--- src/rtl/bru_pkg.sv ---
package bru_pkg;
    typedef enum logic [2:0] {
        K_NONE  = 3'd0,
        K_JUMP  = 3'd1,
        K_COND  = 3'd2,
        K_RET   = 3'd3,
        K_BREAK = 3'd4
    } kind_e;

    typedef enum logic {
        ST_SEQ  = 1'b0,
        ST_SLOT = 1'b1
    } seq_state_e;

    localparam logic [2:0] CZ_EQ = 3'd0;
    localparam logic [2:0] CZ_NE = 3'd1;
    localparam logic [2:0] CZ_LT = 3'd2;
    localparam logic [2:0] CZ_LE = 3'd3;
    localparam logic [2:0] CZ_GT = 3'd4;
    localparam logic [2:0] CZ_GE = 3'd5;

    localparam logic [1:0] RK_PLAIN = 2'd0;
    localparam logic [1:0] RK_INTR  = 2'd1;
    localparam logic [1:0] RK_BRK   = 2'd2;
endpackage

--- src/rtl/bru_cond_eval.sv ---
module bru_cond_eval #(
    parameter int XLEN = 32
) (
    input  logic [XLEN-1:0] a_val,
    input  logic [2:0]      sel,
    output logic            hit
);
    import bru_pkg::*;

    logic is_zero;
    logic is_neg;

    assign is_zero = (a_val == '0);
    assign is_neg  = a_val[XLEN-1];

    always_comb begin
        case (sel)
            CZ_EQ:   hit = is_zero;
            CZ_NE:   hit = !is_zero;
            CZ_LT:   hit = is_neg;
            CZ_LE:   hit = is_neg || is_zero;
            CZ_GT:   hit = !is_neg && !is_zero;
            CZ_GE:   hit = !is_neg;
            default: hit = 1'b0;
        endcase
    end
endmodule

--- src/rtl/bru_target_calc.sv ---
module bru_target_calc #(
    parameter int XLEN = 32
) (
    input  bru_pkg::kind_e  kind,
    input  logic            abs_mode,
    input  logic [XLEN-1:0] pc,
    input  logic [XLEN-1:0] a_val,
    input  logic [XLEN-1:0] tgt,
    output logic [XLEN-1:0] dest
);
    import bru_pkg::*;

    logic [XLEN-1:0] rel_sum;
    logic [XLEN-1:0] ret_sum;

    assign rel_sum = pc + tgt;
    assign ret_sum = a_val + tgt;

    always_comb begin
        case (kind)
            K_RET:   dest = ret_sum;
            K_BREAK: dest = tgt;
            K_JUMP:  dest = abs_mode ? tgt : rel_sum;
            default: dest = rel_sum;
        endcase
    end
endmodule

--- src/rtl/bru_slot_fsm.sv ---
module bru_slot_fsm #(
    parameter int XLEN = 32
) (
    input  logic            clk,
    input  logic            rst_n,
    input  logic            enter,
    input  logic            leave,
    input  logic            enter_taken,
    input  logic [XLEN-1:0] enter_dest,
    output logic            in_slot,
    output logic            pend_taken,
    output logic [XLEN-1:0] pend_dest
);
    import bru_pkg::*;

    seq_state_e      state_q, state_d;
    logic            taken_q;
    logic [XLEN-1:0] dest_q;

    always_comb begin
        state_d = state_q;
        unique case (state_q)
            ST_SEQ:  if (enter) state_d = ST_SLOT;
            ST_SLOT: if (leave) state_d = ST_SEQ;
        endcase
    end

    always_ff @(posedge clk) begin
        if (!rst_n) begin
            state_q <= ST_SEQ;
            taken_q <= 1'b0;
            dest_q  <= '0;
        end else begin
            state_q <= state_d;
            if (state_q == ST_SEQ && enter) begin
                taken_q <= enter_taken;
                dest_q  <= enter_dest;
            end
        end
    end

    assign in_slot    = (state_q == ST_SLOT);
    assign pend_taken = taken_q;
    assign pend_dest  = dest_q;

    assert_slot_enter_R7: assert property (@(posedge clk) disable iff (!rst_n)
        (!in_slot && enter) |=> in_slot);
    assert_slot_leave_R8: assert property (@(posedge clk) disable iff (!rst_n)
        (in_slot && leave) |=> !in_slot);
    assert_slot_hold_R9: assert property (@(posedge clk) disable iff (!rst_n)
        (!enter && !leave) |=> $stable(in_slot));
endmodule

--- src/rtl/branch_unit.sv ---
module branch_unit #(
    parameter int XLEN       = 32,
    parameter int INSN_BYTES = 4
) (
    input  logic            clk,
    input  logic            rst_n,
    input  logic            issue,
    input  logic [2:0]      op_kind,
    input  logic [2:0]      cond_sel,
    input  logic            abs_mode,
    input  logic            link_en,
    input  logic            delay_en,
    input  logic [1:0]      ret_kind,
    input  logic [XLEN-1:0] cur_pc,
    input  logic [XLEN-1:0] opnd_a,
    input  logic [XLEN-1:0] target,
    output logic [XLEN-1:0] next_pc,
    output logic            taken,
    output logic            delay_slot,
    output logic            link_wr,
    output logic [XLEN-1:0] link_val,
    output logic            brk_set,
    output logic            brk_clr,
    output logic            ie_set,
    output logic            in_slot
);
    import bru_pkg::*;

    localparam logic [XLEN-1:0] STEP = XLEN'(INSN_BYTES);

    kind_e           kind;
    logic            cond_hit;
    logic [XLEN-1:0] dest;
    logic [XLEN-1:0] seq_pc;
    logic            pend_taken;
    logic [XLEN-1:0] pend_dest;
    logic            enter_slot;
    logic            leave_slot;
    logic            br_hit;

    assign kind   = kind_e'(op_kind);
    assign seq_pc = cur_pc + STEP;

    bru_cond_eval #(.XLEN(XLEN)) u_cond (
        .a_val (opnd_a),
        .sel   (cond_sel),
        .hit   (cond_hit)
    );

    bru_target_calc #(.XLEN(XLEN)) u_tgt (
        .kind     (kind),
        .abs_mode (abs_mode),
        .pc       (cur_pc),
        .a_val    (opnd_a),
        .tgt      (target),
        .dest     (dest)
    );

    bru_slot_fsm #(.XLEN(XLEN)) u_fsm (
        .clk         (clk),
        .rst_n       (rst_n),
        .enter       (enter_slot),
        .leave       (leave_slot),
        .enter_taken (br_hit),
        .enter_dest  (dest),
        .in_slot     (in_slot),
        .pend_taken  (pend_taken),
        .pend_dest   (pend_dest)
    );

    assign enter_slot = issue && !in_slot && delay_slot;
    assign leave_slot = issue && in_slot;

    always_comb begin
        next_pc    = seq_pc;
        taken      = 1'b0;
        delay_slot = 1'b0;
        link_wr    = 1'b0;
        link_val   = cur_pc;
        brk_set    = 1'b0;
        brk_clr    = 1'b0;
        ie_set     = 1'b0;
        br_hit     = 1'b0;
        if (issue && in_slot) begin
            next_pc = pend_taken ? pend_dest : seq_pc;
        end else if (issue) begin
            case (kind)
                K_JUMP: begin
                    br_hit     = 1'b1;
                    link_wr    = link_en;
                    delay_slot = delay_en;
                end
                K_COND: begin
                    br_hit     = cond_hit;
                    delay_slot = delay_en;
                end
                K_RET: begin
                    br_hit     = 1'b1;
                    delay_slot = 1'b1;
                    ie_set     = (ret_kind == RK_INTR);
                    brk_clr    = (ret_kind == RK_BRK);
                end
                K_BREAK: begin
                    br_hit  = 1'b1;
                    link_wr = 1'b1;
                    brk_set = 1'b1;
                end
                default: br_hit = 1'b0;
            endcase
            taken = br_hit;
            if (br_hit && !delay_slot) next_pc = dest;
        end
    end

    assert_one_status_R6: assert property (@(posedge clk) disable iff (!rst_n)
        $onehot0({brk_set, brk_clr, ie_set}));
    assert_break_nodelay_R5: assert property (@(posedge clk) disable iff (!rst_n)
        brk_set |-> (!delay_slot && link_wr && taken));
    assert_ret_delay_R6: assert property (@(posedge clk) disable iff (!rst_n)
        (ie_set || brk_clr) |-> (delay_slot && taken));
    assert_delay_seq_R7: assert property (@(posedge clk) disable iff (!rst_n)
        delay_slot |-> (next_pc == cur_pc + STEP));
    assert_slot_quiet_R8: assert property (@(posedge clk) disable iff (!rst_n)
        in_slot |-> (!taken && !link_wr && !delay_slot && !brk_set));
    assert_idle_quiet_R9: assert property (@(posedge clk) disable iff (!rst_n)
        !issue |-> (!taken && !link_wr && !delay_slot && !ie_set && !brk_clr));
endmodule

--- config.mk ---
export PLATFORM = sky130hd
export DESIGN_NAME = branch_unit
export DESIGN_NICKNAME = d
export VERILOG_FILES = /design/src/rtl/bru_pkg.sv /design/src/rtl/bru_cond_eval.sv /design/src/rtl/bru_target_calc.sv /design/src/rtl/bru_slot_fsm.sv /design/src/rtl/branch_unit.sv
export SDC_FILE = /design/constraint.sdc
export NUM_CORES = 1
export LEC_CHECK = 0
export ABC_AREA = 1
export BUFFER_PORTS_ARGS = -buffer_cell sky130_fd_sc_hd__buf_2
export CAP_MARGIN = 20
export CORE_MARGIN = 2
export CORE_UTILIZATION = 58
export DETAILED_ROUTE_END_ITERATION = 7
export HOLD_SLACK_MARGIN = 0.03
export PLACE_DENSITY = 0.8
export SLEW_MARGIN = 20
export SYNTH_ARGS = -nofsm -noshare
export SYNTH_HDL_FRONTEND = slang
export SYNTH_SLANG_ARGS = --single-unit
--- constraint.sdc ---
create_clock -name clk -period 3.2 [get_ports clk]
set_clock_uncertainty 0.1 [all_clocks]
set_input_delay 0.64 -clock clk [delete_from_list [all_inputs] [get_ports clk]]
set_output_delay 0.64 -clock clk [all_outputs]
set_load 0.02 [all_outputs]
==> flow_metrics.py, run 1 <==
metrics = {
    "global_routing": {
        "first_global_vias": 17500,
        "globalRouteTotalUtil_pct": 78.4,
        "grt_start_max_net_pins": 66,
        "globalRoute.totalOverflow": 61,
        "first_pass_grt_wire_length_mm": 98.6,
    },
    "placement": {
        "post-place-ws_ps": -407,
        "gpl.final_weighted_congestion": 1.06,
        "portBuffers": 180,
        "placed_cells": 2249,
        "place_hpwl_mm": 29.1,
    },
    "yosys": {
        "syn_avg_cell_area_um2": 5.17,
        "synthFlopType": "sky130_fd_sc_hd__dfxtp_1",
        "synth.largest_area_cell": "sky130_fd_sc_hd__nand2_1",
        "number_of_nets_in_the_synthesized_netlist": 1871,
        "yosys-top-cells-count": "599 x sky130_fd_sc_hd__nand2_1, 250 x sky130_fd_sc_hd__inv_1, 178 x sky130_fd_sc_hd__nor2_1",
        "synth-edff-count": 0,
        "async_flop_share_pct": 0,
        "syn_inst": 1696,
        "synth_seq_cells": 34,
        "ys.warnings.count": 0,
        "ys_types": 49,
        "netlist_top_cells_area": "sky130_fd_sc_hd__nand2_1 26%, sky130_fd_sc_hd__inv_1 11%, sky130_fd_sc_hd__ha_1 9.0%",
        "yosys.area.top_type_share_pct": 25.6,
        "yosysSeqAreaShare_pct": 7.76,
        "synth_most_common_cell": "sky130_fd_sc_hd__nand2_1",
        "mappedNetlistArea_mm2": 0.00877,
    },
    "floorplanning": {
        "floorplan.initialDensity_pct": 59.9,
        "core.rowCount": 44,
        "die_width_um": 127,
        "dieHeight_um": 127,
        "num_io_pins": 181,
    },
    "run_status": {
        "failed_stage": "global routing",
        "run_status": "stopped before the end",
        "tool.error": "[ERROR GRT-0116] Global routing finished with congestion. Check the congestion regions in the DRC Viewer.",
    },
    "clocking": {
        "cts_root_buf": "sky130_fd_sc_hd__clkbuf_16",
        "number_of_cts_inserted_buffers": 5,
        "ctsHtreeMaxLevel": 2,
        "max-clock-path-buffers": 2,
        "clock_sink_count": 34,
    },
}
stage by stage:
stage	cell area, um^2	setup TNS [ps]	util (%)
global placement	11500	-8220	78.3
detailed placement	11500	-9440	78.3
floorplan	8770	0	-
CTS	13900	-2170	95.0
timing repair:
| action | 4_1_cts |
|---|---|
| cloned | 3 |
| hold buffers | 0 |
| setup endpoints to repair | 32 |
| setup buffers | 37 |
| gates resized for setup | 448 |
| pin swaps | 140 |
cells by family after synthesis:
logic type	count (synthesis)	share of synthesized area, %
compound gates	220	14.1
xor+xnor	34	3.40
fa+ha+maj	65	9.45
buf+inv	326	16.1
flops	34	7.76
simple gates	1017	49.2
metal layers:
metal / GRT usage [%] / GRT overflow
met1: 77.1 / 1
met2: 95.1 / 30
met3: 67.4 / 0
met4: 76.7 / 29
met5: 20.7 / 1
==> run 2: changes to the inputs <==
--- a/config.mk
+++ b/config.mk
@@ -9,10 +9,9 @@
 export BUFFER_PORTS_ARGS = -buffer_cell sky130_fd_sc_hd__buf_2
 export CAP_MARGIN = 20
 export CORE_MARGIN = 2
-export CORE_UTILIZATION = 58
+export CORE_UTILIZATION = 40
 export DETAILED_ROUTE_END_ITERATION = 7
-export HOLD_SLACK_MARGIN = 0.03
-export PLACE_DENSITY = 0.8
+export PLACE_DENSITY_LB_ADDON = 0.15
 export SLEW_MARGIN = 20
 export SYNTH_ARGS = -nofsm -noshare
 export SYNTH_HDL_FRONTEND = slang
==> run 2 against run 1 <==
- the flow now finishes, with violations (setup timing)
- area after synthesis did not move
- synthesized cell count did not move
==> flow_metrics.py, run 2 <==
metrics = {
    "run_status": {
        "run_status": "complete, but fails checks",
        "violations": "setup timing",
    },
    "sta": {
        "final_min_period_over_clock_period_pct": 106,
        "timing_worst_slew_pin_value_ps": 638,
        "hold_violations": 0,
        "worst_hold_slack_ps": 412,
        "time_the_final_worst_path_needs_with_i_o_delays_and_setup_ps": 3410,
        "slew-limit-headroom_pct": 57.5,
        "finalMaxSlewViolations": 0,
        "rsz0062_at_grt": "true",
        "setup_viol": 31,
        "setup_slack_ps": -207,
        "max_freq_mhz": 294,
    },
    "setup_path": {
        "critical_path_arrival_ps": 2670,
        "critical_path.startpoint_type": "input pin",
        "timing.critical_path.fanout_max": 4,
        "cp_slowest_stage_delay_ps": 230,
        "setup.reg_to_reg.worst_slack_ps": 1130,
        "worstSetupPathType": "input pin to output port",
        "worstPathCellList": "buf_2 -> buf_6 -> ha_4 -> buf_6 -> nand2_2 -> nand2_2 -> o21bai_4 -> nand2_1 -> nand2_2 -> buf_4 -> nand2_2 -> nand3_2 -> and2_1 -> nor2_2 -> nor2_4 -> nand2_1 -> nand3_1 -> nand2_2 -> buf_6",
        "crit_path_frequent_cell": "sky130_fd_sc_hd__nand2_2",
        "rr_worst_depth": 6,
        "critPathTopFamily": "simple AND/OR/NAND/NOR gates",
        "crit_path_top_delay_cell": "sky130_fd_sc_hd__ha_4",
        "critPathRequiredTime_ps": 2460,
        "crit_cells": 19,
        "worstSetupEndpointType": "output port",
        "critical_path.n_buffers_inverters": 5,
    },
    "finish": {
        "largest_reg_flops": 32,
        "layout.filler_cells": 1714,
        "final_nets": 2332,
        "post_route_cells_drive_above_1_share_pct": 50.5,
        "antenna-diode-count": 0,
        "most-common-layout-cells": "393 x sky130_fd_sc_hd__nand2_1, 304 x sky130_fd_sc_hd__buf_4, 221 x sky130_fd_sc_hd__inv_1",
        "mostFrequentLayoutCell": "sky130_fd_sc_hd__nand2_1",
        "multi_input_area_mm2": 0.00938,
        "flow.area_growth_from_synthesis_pct": 78.5,
        "sequential_cell_area_um2": 681,
    },
    "drt": {
        "drt_iter0_drc": 1170,
        "wl_met2_mm": 19.9,
        "first_pass_iters": 7,
        "antenna_violating_nets_post_route": 0,
        "uppermost_layer_routed": "met4",
        "vias": 13100,
        "drt-met1-wl_mm": 18.0,
        "drt_wl_total_mm": 43.2,
        "routed_via_density": 5.37,
        "routed-wl-met3_mm": 3.42,
        "route.detailed.drc": 0,
        "routed_wire_length_per_instance_um": 17.7,
    },
    "global_routing": {
        "first_pass_grt_wire_length_mm": 62.4,
        "grt_start_max_net_pins": 66,
        "first_global_vias": 11800,
        "globalRoute.totalOverflow": 0,
        "antenna_found_initial": 0,
        "globalRouteTotalUtil_pct": 33.4,
    },
    "yosys": {
        "mappedNetlistArea_mm2": 0.00877,
        "yosys.area.top_type_share_pct": 25.6,
        "synth_seq_cells": 34,
        "synth.largest_area_cell": "sky130_fd_sc_hd__nand2_1",
        "syn_avg_cell_area_um2": 5.17,
        "synth_most_common_cell": "sky130_fd_sc_hd__nand2_1",
        "yosysSeqAreaShare_pct": 7.76,
        "syn_inst": 1696,
        "number_of_nets_in_the_synthesized_netlist": 1871,
        "async_flop_share_pct": 0,
        "ys_types": 49,
        "synth-edff-count": 0,
        "yosys-top-cells-count": "599 x sky130_fd_sc_hd__nand2_1, 250 x sky130_fd_sc_hd__inv_1, 178 x sky130_fd_sc_hd__nor2_1",
        "netlist_top_cells_area": "sky130_fd_sc_hd__nand2_1 26%, sky130_fd_sc_hd__inv_1 11%, sky130_fd_sc_hd__ha_1 9.0%",
        "synthFlopType": "sky130_fd_sc_hd__dfxtp_1",
        "ys.warnings.count": 0,
    },
    "job": {
        "max_cap_violations": 0,
    },
    "clocking": {
        "clkSlewWorstSetupHoldPaths_ps": 60,
        "ctsHtreeMaxLevel": 2,
        "clock_sink_count": 34,
        "number_of_cts_inserted_buffers": 5,
        "cts_root_buf": "sky130_fd_sc_hd__clkbuf_16",
        "postCtsHoldBufs": 0,
        "max-clock-path-buffers": 2,
        "tritoncts": "built",
        "clk-insertion-delay-late_ps": 280,
    },
    "floorplanning": {
        "num_io_pins": 181,
        "dieHeight_um": 152,
        "die_width_um": 152,
        "die_area_mm2": 0.0231,
        "placeable_core_region_mm2": 0.0217,
        "floorplan.initialDensity_pct": 40.4,
        "core.rowCount": 54,
    },
    "placement": {
        "gpl.final_weighted_congestion": 0.974,
        "place_hpwl_mm": 31.9,
        "portBuffers": 180,
    },
    "power": {
        "irDropWorstVdd_mv": 0.198,
        "combPwrFrac_pct": 74.9,
        "p_leak_nw": 8.00,
        "power.net_switching_mw": 1.87,
        "power.sequential.fraction_pct": 11.9,
        "totalPowerFinal_mw": 3.92,
        "powerDensity_mw_per_mm2": 250,
        "internal_power_mw": 2.05,
        "power.share.switching_pct": 47.7,
        "power.clock.fraction_pct": 13.3,
    },
    "min_path": {
        "timing.hold.worst_path_depth": 2,
        "class_of_the_most_critical_hold_timing_path": "register to register",
    },
}
[run 2: cell counts after synthesis]
Identical to the previous run, type by type.
[run 2: final timing paths]
check / startpoint / end
worst max-delay path: target[13] / next_pc[26]
worst min-delay path: u_fsm.in_slot / u_fsm.in_slot
worst max register to register: u_fsm.in_slot / u_fsm.pend_dest[16]
worst min register to register: u_fsm.in_slot / u_fsm.in_slot
[run 2: cell type report]
| class | count | area share, % |
|---|---|---|
| clock buffer | 7 | 0.912 |
| clock inverter | 1 | 0.0320 |
| inverter | 258 | 6.37 |
| multi-input combinational | 1336 | 59.9 |
| sequential | 34 | 4.35 |
| tap | 280 | 2.24 |
| timing repair buffer | 522 | 26.2 |
[run 2: worst reg2reg max path, cell delays in order (launching register included)]
cell,delay (ps)
sky130_fd_sc_hd__dfxtp_1,330
sky130_fd_sc_hd__nor2_1,260
sky130_fd_sc_hd__inv_1,190
sky130_fd_sc_hd__nor2_4,180
sky130_fd_sc_hd__buf_4,490
sky130_fd_sc_hd__o21ai_0,240
sky130_fd_sc_hd__a21oi_1,200
[run 2: kinds of logic (layout without fill, tap and decap cells)]
| group | Yosys count | count (layout) | share of synthesized area [%] |
|---|---|---|---|
| AO/OA/AOI/OAI | 220 | 220 | 14.1 |
| XOR/XNOR | 34 | 34 | 3.40 |
| adder cells (fa/ha/maj) | 65 | 65 | 9.45 |
| buffers and inverters | 326 | 788 | 16.1 |
| flip-flops | 34 | 34 | 7.76 |
| AND/OR/NAND/NOR | 1017 | 1017 | 49.2 |
[run 2: per-stage QoR]
stage | setup TNS, ps | std cells | setup WS (ps) | area (um^2) | util, %
final | -3880 | 2438 | -207 | 15600 | 72.1
after global routing | -7450 | 2438 | -345 | 15600 | 72.1
after CTS | -3480 | 2414 | -163 | 13900 | 64.2
after detailed placement | -10470 | 2390 | -480 | 11900 | 55.0
after global placement | -9970 | 2390 | -466 | 11900 | 55.0
after floorplan | 0 | 1696 | 60.1 | 8770 | -
[run 2: repair_timing]
item,in CTS,in global routing
buffers inserted,18,24
gates resized for setup,420,401
pin swaps,130,220
gates cloned,0,2
setup endpoints to repair,32,32
[run 2: routing by layer]
metal | track usage (%) | vias up
met5 | 0 | -
met4 | 11.4 | 0
met3 | 4.68 | 124
met2 | 54.7 | 664
met1 | 45.1 | 6042
li1 | - | 6273
[run 2: power by group through the flow]
stage,clock network [mW],registers [mW],logic (mW)
final,0.519,0.465,2.93
after global routing,0.532,0.467,3.12
after CTS,0.508,0.464,2.45
after detailed placement,0,0.472,2.05
after global placement,0,0.472,2.03
after floorplan,0,0.469,1.11
No activity file was read; power rests on OpenSTA's default activity.
